### config.mk
export PLATFORM = sky130hd
export DESIGN_NAME = temp_poll_filter
export DESIGN_NICKNAME = d
export VERILOG_FILES = /design/src/rtl/tsf_pkg.sv /design/src/rtl/tsf_interval_timer.sv /design/src/rtl/tsf_avg_filter.sv /design/src/rtl/tsf_rel_stage.sv /design/src/rtl/temp_poll_filter.sv
export SDC_FILE = /design/constraint.sdc
export NUM_CORES = 1
export LEC_CHECK = 0
export BUFFER_PORTS_ARGS = -buffer_cell sky130_fd_sc_hd__buf_2
export CORE_UTILIZATION = 42
export CTS_CLUSTER_DIAMETER = 100
export DETAILED_ROUTE_END_ITERATION = 16
export GPL_ROUTABILITY_DRIVEN = 1
export MAX_ROUTING_LAYER = met4
export PLACE_DENSITY = 0.65
export SLEW_MARGIN = 40
export SYNTH_ARGS = -nofsm -noshare
export SYNTH_HDL_FRONTEND = slang
export SYNTH_HIERARCHICAL = 1
export SYNTH_SLANG_ARGS = --single-unit
### constraint.sdc
create_clock -name clk -period 3.59 [get_ports clk]
set_clock_uncertainty 0.05 [all_clocks]
set_input_delay 0.359 -clock clk [delete_from_list [all_inputs] [get_ports clk]]
set_output_delay 0.359 -clock clk [all_outputs]
set_load 0.05 [all_outputs]
### src/rtl/tsf_pkg.sv
package tsf_pkg;
  localparam int DEFAULT_US = 82;
  localparam int MAX_US     = 20000;
  localparam int REL_W      = 8;
  typedef logic signed [REL_W-1:0] rel_t;
endpackage

### src/rtl/tsf_interval_timer.sv
module tsf_interval_timer #(
  parameter int CLK_PER_US = 4,
  parameter int INT_W      = 16
) (
  input  logic             clk,
  input  logic             rst_n,
  input  logic [INT_W-1:0] cfg_us,
  output logic             interval_start,
  output logic [INT_W-1:0] cur_int
);
  import tsf_pkg::*;
  localparam int DIV_W = (CLK_PER_US > 1) ? $clog2(CLK_PER_US) : 1;

  function automatic logic [INT_W-1:0] eff_interval(input logic [INT_W-1:0] v);
    if (v == '0)                 return INT_W'(DEFAULT_US);
    else if (v > INT_W'(MAX_US)) return INT_W'(MAX_US);
    else                         return v;
  endfunction

  logic [DIV_W-1:0] div_q;
  logic [INT_W-1:0] cnt_q;
  logic             us_tick;

  assign us_tick        = (div_q == DIV_W'(CLK_PER_US - 1));
  assign interval_start = us_tick && (cnt_q == cur_int - INT_W'(1));

  always_ff @(posedge clk) begin
    if (!rst_n) begin
      div_q   <= '0;
      cnt_q   <= '0;
      cur_int <= INT_W'(DEFAULT_US);
    end else begin
      div_q <= us_tick ? '0 : div_q + DIV_W'(1);
      if (us_tick) begin
        if (interval_start) begin
          cnt_q   <= '0;
          cur_int <= eff_interval(cfg_us);
        end else begin
          cnt_q <= cnt_q + INT_W'(1);
        end
      end
    end
  end
endmodule

### src/rtl/tsf_avg_filter.sv
module tsf_avg_filter #(
  parameter int W = 10
) (
  input  logic                clk,
  input  logic                rst_n,
  input  logic                en,
  input  logic                load,
  input  logic signed [W-1:0] raw,
  output logic signed [W-1:0] filt_next,
  output logic signed [W-1:0] filt_q
);
  function automatic logic signed [W-1:0] half_sum(input logic signed [W-1:0] a,
                                                   input logic signed [W-1:0] b);
    logic signed [W:0] s;
    s = $signed({a[W-1], a}) + $signed({b[W-1], b});
    return s[W:1];
  endfunction

  logic primed_q;

  always_comb begin
    if (en && primed_q) filt_next = half_sum(filt_q, raw);
    else                filt_next = raw;
  end

  always_ff @(posedge clk) begin
    if (!rst_n) begin
      filt_q   <= '0;
      primed_q <= 1'b0;
    end else begin
      if (load) filt_q <= filt_next;
      if (!en)       primed_q <= 1'b0;
      else if (load) primed_q <= 1'b1;
    end
  end
endmodule

### src/rtl/tsf_rel_stage.sv
module tsf_rel_stage #(
  parameter int W = 10
) (
  input  logic                clk,
  input  logic                rst_n,
  input  logic                upd,
  input  logic signed [W-1:0] val,
  input  logic signed [W-1:0] thr,
  output tsf_pkg::rel_t       rel_temp,
  output logic                rel_upd,
  output logic                therm_ctl
);
  import tsf_pkg::*;

  function automatic rel_t rel_sat(input logic signed [W-1:0] v,
                                   input logic signed [W-1:0] t);
    logic signed [W:0] d;
    d = $signed({v[W-1], v}) - $signed({t[W-1], t});
    if (d > $signed((W+1)'(0)))          return '0;
    else if (d < $signed((W+1)'(-128)))  return rel_t'(-128);
    else                                 return d[REL_W-1:0];
  endfunction

  rel_t rel_next;
  assign rel_next = rel_sat(val, thr);

  always_ff @(posedge clk) begin
    if (!rst_n) begin
      rel_temp  <= rel_t'(-128);
      rel_upd   <= 1'b0;
      therm_ctl <= 1'b0;
    end else begin
      rel_upd <= upd;
      if (upd) begin
        rel_temp  <= rel_next;
        therm_ctl <= (rel_next == '0);
      end
    end
  end
endmodule

### src/rtl/temp_poll_filter.sv
module temp_poll_filter #(
  parameter int CLK_PER_US = 4,
  parameter int INT_W      = 16,
  parameter int RAW_W      = 10
) (
  input  logic                    clk,
  input  logic                    rst_n,
  input  logic [INT_W-1:0]        cfg_interval_us,
  input  logic                    cfg_filter_en,
  input  logic signed [RAW_W-1:0] cfg_threshold,
  output logic                    sens_req,
  input  logic                    sens_valid,
  input  logic signed [RAW_W-1:0] sens_data,
  output logic signed [7:0]       rel_temp,
  output logic                    rel_upd,
  output logic                    therm_ctl
);
  logic                    interval_start;
  logic [INT_W-1:0]        cur_int;
  logic                    accept;
  logic                    defer_q;
  logic signed [RAW_W-1:0] filt_next;
  logic signed [RAW_W-1:0] filt_q;

  assign accept = sens_req && sens_valid;

  tsf_interval_timer #(.CLK_PER_US(CLK_PER_US), .INT_W(INT_W)) u_timer (
    .clk(clk), .rst_n(rst_n), .cfg_us(cfg_interval_us),
    .interval_start(interval_start), .cur_int(cur_int)
  );

  always_ff @(posedge clk) begin
    if (!rst_n) begin
      sens_req <= 1'b0;
      defer_q  <= 1'b0;
    end else begin
      defer_q <= interval_start && accept;
      if (accept)                                     sens_req <= 1'b0;
      else if ((interval_start && !sens_req) || defer_q) sens_req <= 1'b1;
    end
  end

  tsf_avg_filter #(.W(RAW_W)) u_filter (
    .clk(clk), .rst_n(rst_n), .en(cfg_filter_en), .load(accept),
    .raw(sens_data), .filt_next(filt_next), .filt_q(filt_q)
  );

  tsf_rel_stage #(.W(RAW_W)) u_rel (
    .clk(clk), .rst_n(rst_n), .upd(accept), .val(filt_next),
    .thr(cfg_threshold), .rel_temp(rel_temp), .rel_upd(rel_upd),
    .therm_ctl(therm_ctl)
  );
endmodule

# After elaboration in Yosys (flattened, before gate mapping)
# Index checks and enable logic that the tools add are counted.
[totals]
latch_bits = 0
memories = 0
ff_bits = 57
input_bits = 40
ramBits = 0
out_inout_bits = 11
rom_bits = 0
elab_cells = 40
[classes]
div = 0
multipliers = 0
reduce_logical = 13
eq_ne = 2
n_lt_le_gt_ge = 3
bitwise_logic = 1
mux = 6
shifts = 0
n_addsub = 5
[op_table]
columns = ["cell", "count"]
rows = [
  ["16-bit 2-to-1 mux", 3],
  ["16-bit by 1-bit adder with 16-bit output, second input constant", 1],
  ["16-bit equality test", 1],
  ["16-bit by 15-bit greater-than comparator with 1-bit output, second input constant", 1],
  ["16-bit zero test", 1],
  ["8-bit 2-to-1 mux", 2],
  ["16-bit by 1-bit subtractor with 16-bit output, second input constant", 1],
  ["10-bit by 10-bit adder with 11-bit output", 1],
  ["11-bit by 1-bit greater-than comparator with 1-bit output, second input constant", 1],
  ["11-bit by 8-bit less-than comparator with 1-bit output, second input constant", 1],
  ["10-bit by 10-bit subtractor with 11-bit output", 1],
  ["10-bit 2-to-1 mux", 1],
  ["8-bit zero test", 1],
  ["1-bit logical AND", 5],
  ["2-bit AND reduction", 2],
  ["2-bit OR reduction", 2],
  ["2-bit by 1-bit adder with 2-bit output, second input constant", 1],
  ["2-bit equality test, second input constant", 1],
  ["1-bit zero test", 1],
  ["1-bit logical OR", 1],
  ["1-bit inverter", 1],
]

# Depth between registers and ports, before layout
[depth]
ltp_word = 7
depth_mapped = 15

# Modules after synthesis
# The synthesis kept the hierarchy.
[modules_own_cells]
columns = ["mod", "cells_each", "area_each_um2", "seq_area_each_um2", "n_inst"]
rows = [
  ["tsf_interval_timer", 272, 2229.6, 680.7, 1],
  ["tsf_avg_filter", 141, 1079.8, 220.2, 1],
  ["tsf_rel_stage", 108, 884.6, 200.2, 1],
  ["temp_poll_filter", 6, 72.6, 40.0, 1],
]

# Least setup slack after synthesis
# No wires, ideal clock.
[synth_path]
kind = "input -> register"
from = "input sens_data[2]"
to = "register u_rel.rel_temp[5]"
cell_stages = 13
arrival_ns = 2.862
setup_ns = 0.115
path_buffers = 0
setup_slack_ns = 0.563
path_cell_list = "ha_1 a21oi_1 a21oi_1 o31a_1 nor2_1 o22ai_1 ha_1 or4_1 o21ai_2 xor2_1 nand4b_1 o22ai_1 and2_1"
[synth_between]
elab_chain_len = 6
[synth_lines]
columns = ["element", "line", "source"]
rows = [
  ["start: declaration", "temp_poll_filter.sv:13", "input logic signed [RAW_W-1:0] sens_data,"],
  ["10-bit by 10-bit adder with 11-bit output (*)", "tsf_avg_filter.sv:15", "s = $signed({a[W-1], a}) + $signed({b[W-1], b});"],
  ["10-bit 2-to-1 mux (*)", "tsf_avg_filter.sv:22", "if (en && primed_q) filt_next = half_sum(filt_q, raw);"],
  ["net filt_next[6]", "temp_poll_filter.sv:22", "logic signed [RAW_W-1:0] filt_next;"],
  ["10-bit by 10-bit subtractor with 11-bit output (*)", "tsf_rel_stage.sv:18", "d = $signed({v[W-1], v}) - $signed({t[W-1], t});"],
  ["11-bit by 8-bit less-than comparator with 1-bit output", "tsf_rel_stage.sv:20", "else if (d < $signed((W+1)'(-128))) return rel_t'(-128);"],
  ["8-bit 2-to-1 mux", "tsf_rel_stage.sv:20", ""],
  ["8-bit 2-to-1 mux (*)", "tsf_rel_stage.sv:19", "if (d > $signed((W+1)'(0))) return '0;"],
  ["end signal: assignment", "tsf_rel_stage.sv:29", "rel_temp <= rel_t'(-128);"],
  ["end signal: assignment", "tsf_rel_stage.sv:35", "rel_temp <= rel_next;"],
  ["end: declaration", "tsf_rel_stage.sv:9", "output tsf_pkg::rel_t rel_temp,"],
]
# The timed path passes the listed nets; every way through them passes the cells marked *.
# A chain may end at the register's enable or synchronous reset.

# Final worst setup path
[layout_path]
from = "register u_filter.filt_q[1]"
to = "register u_rel.rel_temp[6]"
[layout_between]
elab_chain_len = 6
[layout_lines]
columns = ["element", "line", "source"]
rows = [
  ["start: declaration", "tsf_avg_filter.sv:10", "output logic signed [W-1:0] filt_q"],
  ["start signal: assignment", "tsf_avg_filter.sv:31", "if (load) filt_q <= filt_next;"],
  ["10-bit by 10-bit adder with 11-bit output (*)", "tsf_avg_filter.sv:15", ""],
  ["10-bit 2-to-1 mux (*)", "tsf_avg_filter.sv:22", ""],
  ["net filt_next[0]", "temp_poll_filter.sv:22", ""],
  ["10-bit by 10-bit subtractor with 11-bit output (*)", "tsf_rel_stage.sv:18", ""],
  ["11-bit by 8-bit less-than comparator with 1-bit output", "tsf_rel_stage.sv:20", ""],
  ["8-bit 2-to-1 mux", "tsf_rel_stage.sv:20", ""],
  ["8-bit 2-to-1 mux (*)", "tsf_rel_stage.sv:19", ""],
]
# Marked as above.

==> metrics.md <==
| Metric | Value |
|---|---|
| Int Power | `0.00116 W` |
| Number of diodes | `0` |
| DR pass1 iterations | `5` |
| CTS root buffer | `clkbuf_8` |
| Die area | `~0.011 sq mm` |
| Wire length of the first global-routing pass | `about 17000 microns` |
| Max-cap violations | `0` |
| Post-route ant nets | `0` |
| Clock-pin slew on the worst setup and hold paths | `~0.07 ns` |
| CP startpoint kind | `flip-flop` |
| Initial drt markers | `152` |
| Core Footprint | `just under 0.01 sq mm` |
| Fin util | `~50%` |
| Fin cells | `709` |
| Crit path capture | `u_rel/rel_temp[6]` |
| Clk_lat worst skew | `0.33 ns` |
| Min-delay worst type | `in -> reg` |
| Worst r2r src | `u_filter/filt_q[1]` |
| Synth area leader | `dfxtp_1` |
| Status | `finished clean` |
| Layout fillers | `roughly 1000` |
| Number of synthesized register bits | `57` |
| Slowest stage delay, CP | `roughly 0.52 ns` |
| Critical Path Source | `u_filter/filt_q[1]` |
| Post-synth EDFFs | `0` |
| Synth Instances | `around 530` |
| FMAX | `0.301 GHz` |
| Layout Area Growth over Synthesis | `13.9%` |
| Post-synth top area share | `between 20% and 30%` |
| M1 wire length | `between 5000 and 6000 microns` |
| Max layer used | `met4` |
| Die W | `between 100 and 150 microns` |
| Crit path arrival time | `~3.6 ns` |
| Leak | `2.02 nW` |
| DP Worst Slack | `approximately 0.12 ns` |
| Fraction of registers with async set/reset | `0%` |
| YS warnings | `6` |
| Register area | `0.00114 sq mm` |
| Top_reg_cell synth | `dfxtp_1` |
| Pwr/cell area | `approximately 310 mW/mm^2` |
| Max Slew Vio Count | `0` |
| DR vias | `about 4000` |
| Layout Nets | `636` |
| Met3 Wirelength | `~350 microns` |
| Seq/Total Area, Yosys | `about a quarter` |
| CTS tree | `done` |
| Crit path top cell by count | `inv_1` |
| Psw | `approximately 0.00036 W` |
| Clk pwr share | `45.4%` |
| Seq pwr share | `a little over two fifths` |
| Initial antenna violation count | `0` |
| Post-Syn Area per Cell | `between 8 and 9 sq um` |
| Clock Sinks | `57` |
| Worst-Margin Slew | `about 0.8 ns` |
| Cts bufs inserted | `9` |
| Chip height | `103 microns` |
| Placed cell count | `just under 700` |
| Worst VDD drop | `between 0.15 and 0.2 mV` |
| CP max FO | `3` |
| Critical path class | `reg -> reg` |
| Final Hold Viols | `0` |
| Syn nets | `591` |
| Min cycle time layout | `roughly 3.3 ns` |
| H-tree levels | `3` |
| Via/cell ratio | `roughly 5.7` |
| Switching Share | `approximately a quarter` |
| Ports | `between 50 and 60` |
| Post-CTS Hold Buffers | `0` |
| Worst slew margin | `about 46%` |
| Critical path data required time | `around 3.8 ns` |
| Reg2reg path depth | `14` |
| Final wirelength | `around 11000 microns` |
| Vias in the first global route | `approximately 3700` |
| GR Overflow Total | `0` |
| Cell Area, Synth | `0.00427 sq mm` |
| Cell Rows | `36` |
| WL per Instance | `between 15 and 20 microns` |
| Area of the multi-input gates | `just under 0.003 sq mm` |
| Final period utilization | `92.6%` |
| Tot Pwr | `between 0.0015 and 0.002 W` |
| Number of library cell types mapped by synthesis | `76` |
| Slowest CP cell | `fa_1` |
| Metal2 WL | `5170 microns` |
| DRC Markers | `0` |
| Synth area leaders | `dfxtp_1, ha_1, xor2_1` |
| Tot GR Track Use | `between 20% and 30%` |
| Share of cells above drive strength 1 | `roughly 18%` |
| Post_cts resized | `0` |
| CP cell instances | `inv_1 > fa_1 > o21ai_0 > inv_1 > ha_1 > inv_1 > fa_1 > a211oi_2 > o21ai_1 > a31oi_1 > xnor2_1 > nand4b_1 > o22ai_1 > and2_1` |
| PnR worst setup slack | `between 0.2 and 0.3 ns` |
| Comb pwr share | `12.6%` |
| Final TNS setup | `0 ns` |
| Deepest clock path buffer count | `2` |
| # Post-CTS Setup Buffers | `0` |
| GPL Wtd Cong | `~0.92` |
| HPWL Detailed | `8010 microns` |
| Initial core utilization | `approximately 43%` |
| Worst R2R End | `u_rel/rel_temp[6]` |
| PortBufs | `50` |
| Largest net degree at the start of global routing | `between 40 and 50` |
| CP endpoint kind | `flip-flop` |
| R2r setup slk | `0.27 ns` |
| Final setup fails | `0` |
[per-stage QoR]
stage | hold WS, ns | cell area (sq um)
finish | 0.237 | 4860
floorplan | 0.353 | 4270
global placement | 0.361 | 4620
global route | 0.232 | 4860
CTS | 0.224 | 4850
detailed placement | 0.375 | 4620
[cells by family after synthesis]
kind of cell / count (synthesis) / share of synthesized area [%]
adder cells (fa/ha/maj): 24 / 7.39
multiplexers: 6 / 1.41
flip-flops: 57 / 26.7
AO/OA/AOI/OAI: 133 / 22.3
buffers and inverters: 52 / 5.78
XOR/XNOR: 37 / 7.60
AND/OR/NAND/NOR: 218 / 28.8
[worst min path at each step]
stage                             from                  to  depth (start not counted)
floorplan             u_timer/div_q[0]    u_timer/div_q[0]                          1
global placement      u_timer/div_q[0]    u_timer/div_q[0]                          1
detailed placement    u_timer/div_q[0]    u_timer/div_q[0]                          1
CTS                      cfg_filter_en   u_filter/primed_q                          2
global route        cfg_interval_us[2]  u_timer/cur_int[2]                          3
finish              cfg_interval_us[2]  u_timer/cur_int[2]                          3
[registers in the layout (all words and copies together) (netlist names)]
register and cells:
u_timer/cnt_q 16, u_timer/cur_int 16, u_filter/filt_q 10, u_rel/rel_temp 8
u_timer/div_q 2, defer_q 1, sens_req 1, u_filter/primed_q 1
u_rel/rel_upd 1, u_rel/therm_ctl 1
[synthesized netlist by cell type (9+ instances only)]
library cell	number
a21oi_1	15
a31oi_1	10
and3_1	9
clkbuf_1	14
dfxtp_1	57
ha_1	22
inv_1	25
nand2_1	45
nand3_1	15
nand3b_1	10
nand4_1	19
nor2_1	36
nor3_1	15
nor4_1	10
o211ai_1	9
o21ai_0	37
xnor2_1	14
xor2_1	23
[area by class of cell]
cell class                 count  share of cell area [%]
timing repair buffer          60                    6.95
multi-input combinational    418                    59.4
clock inverter                 2                    1.24
tap                          133                    3.43
inverter                      26                    2.01
clock buffer                  13                    3.48
sequential                    57                    23.5
[critical path, delay by kind of cell (launching register included)]
kind	cells	cell delay (ns)
and+or+nand+nor	2	0.32
adders and majority gates	3	1.14
xor gates and xnor gates	1	0.19
buffers and inverters	3	0.24
DFF	1	0.34
AOI/OAI and AO/OA	5	0.97
[layout by cell type (no fill, tap or decap), types with 5 or more instances in the layout]
cell / n
and3_1: 9
nand3b_1: 10
nor3_1: 15
nand3_1: 15
buf_2: 50
o21a_1: 6
mux2i_1: 6
nand2_1: 45
clkbuf_8: 12
and2_1: 6
nand4_1: 19
inv_1: 25
xnor2_1: 14
xor2_1: 23
o21ai_0: 36
nor3b_1: 6
nor4_1: 10
a31oi_1: 10
o22ai_1: 5
buf_4: 9
dfxtp_1: 57
a21oi_1: 15
nor2_1: 36
o211ai_1: 9
ha_1: 22
or3_1: 7
o211a_1: 6
[power groups by stage]
stage	Combinational [W]	Sequential, W	Clock [W]
floorplan	0.000130	0.000653	0
global placement	0.000187	0.000653	0
detailed placement	0.000189	0.000654	0
CTS	0.000190	0.000639	0.000712
global route	0.000215	0.000640	0.000748
finish	0.000192	0.000639	0.000692
[layer usage]
| metal | track usage [%] | vias up |
|---|---|---|
| li1 | - | 2030 |
| met5 | - | - |
| met1 | 26.3 | 1886 |
| met3 | 4.47 | 13 |
| met2 | 36.5 | 90 |
| met4 | 6.39 | 0 |
(Power assumes the default switching activity.)
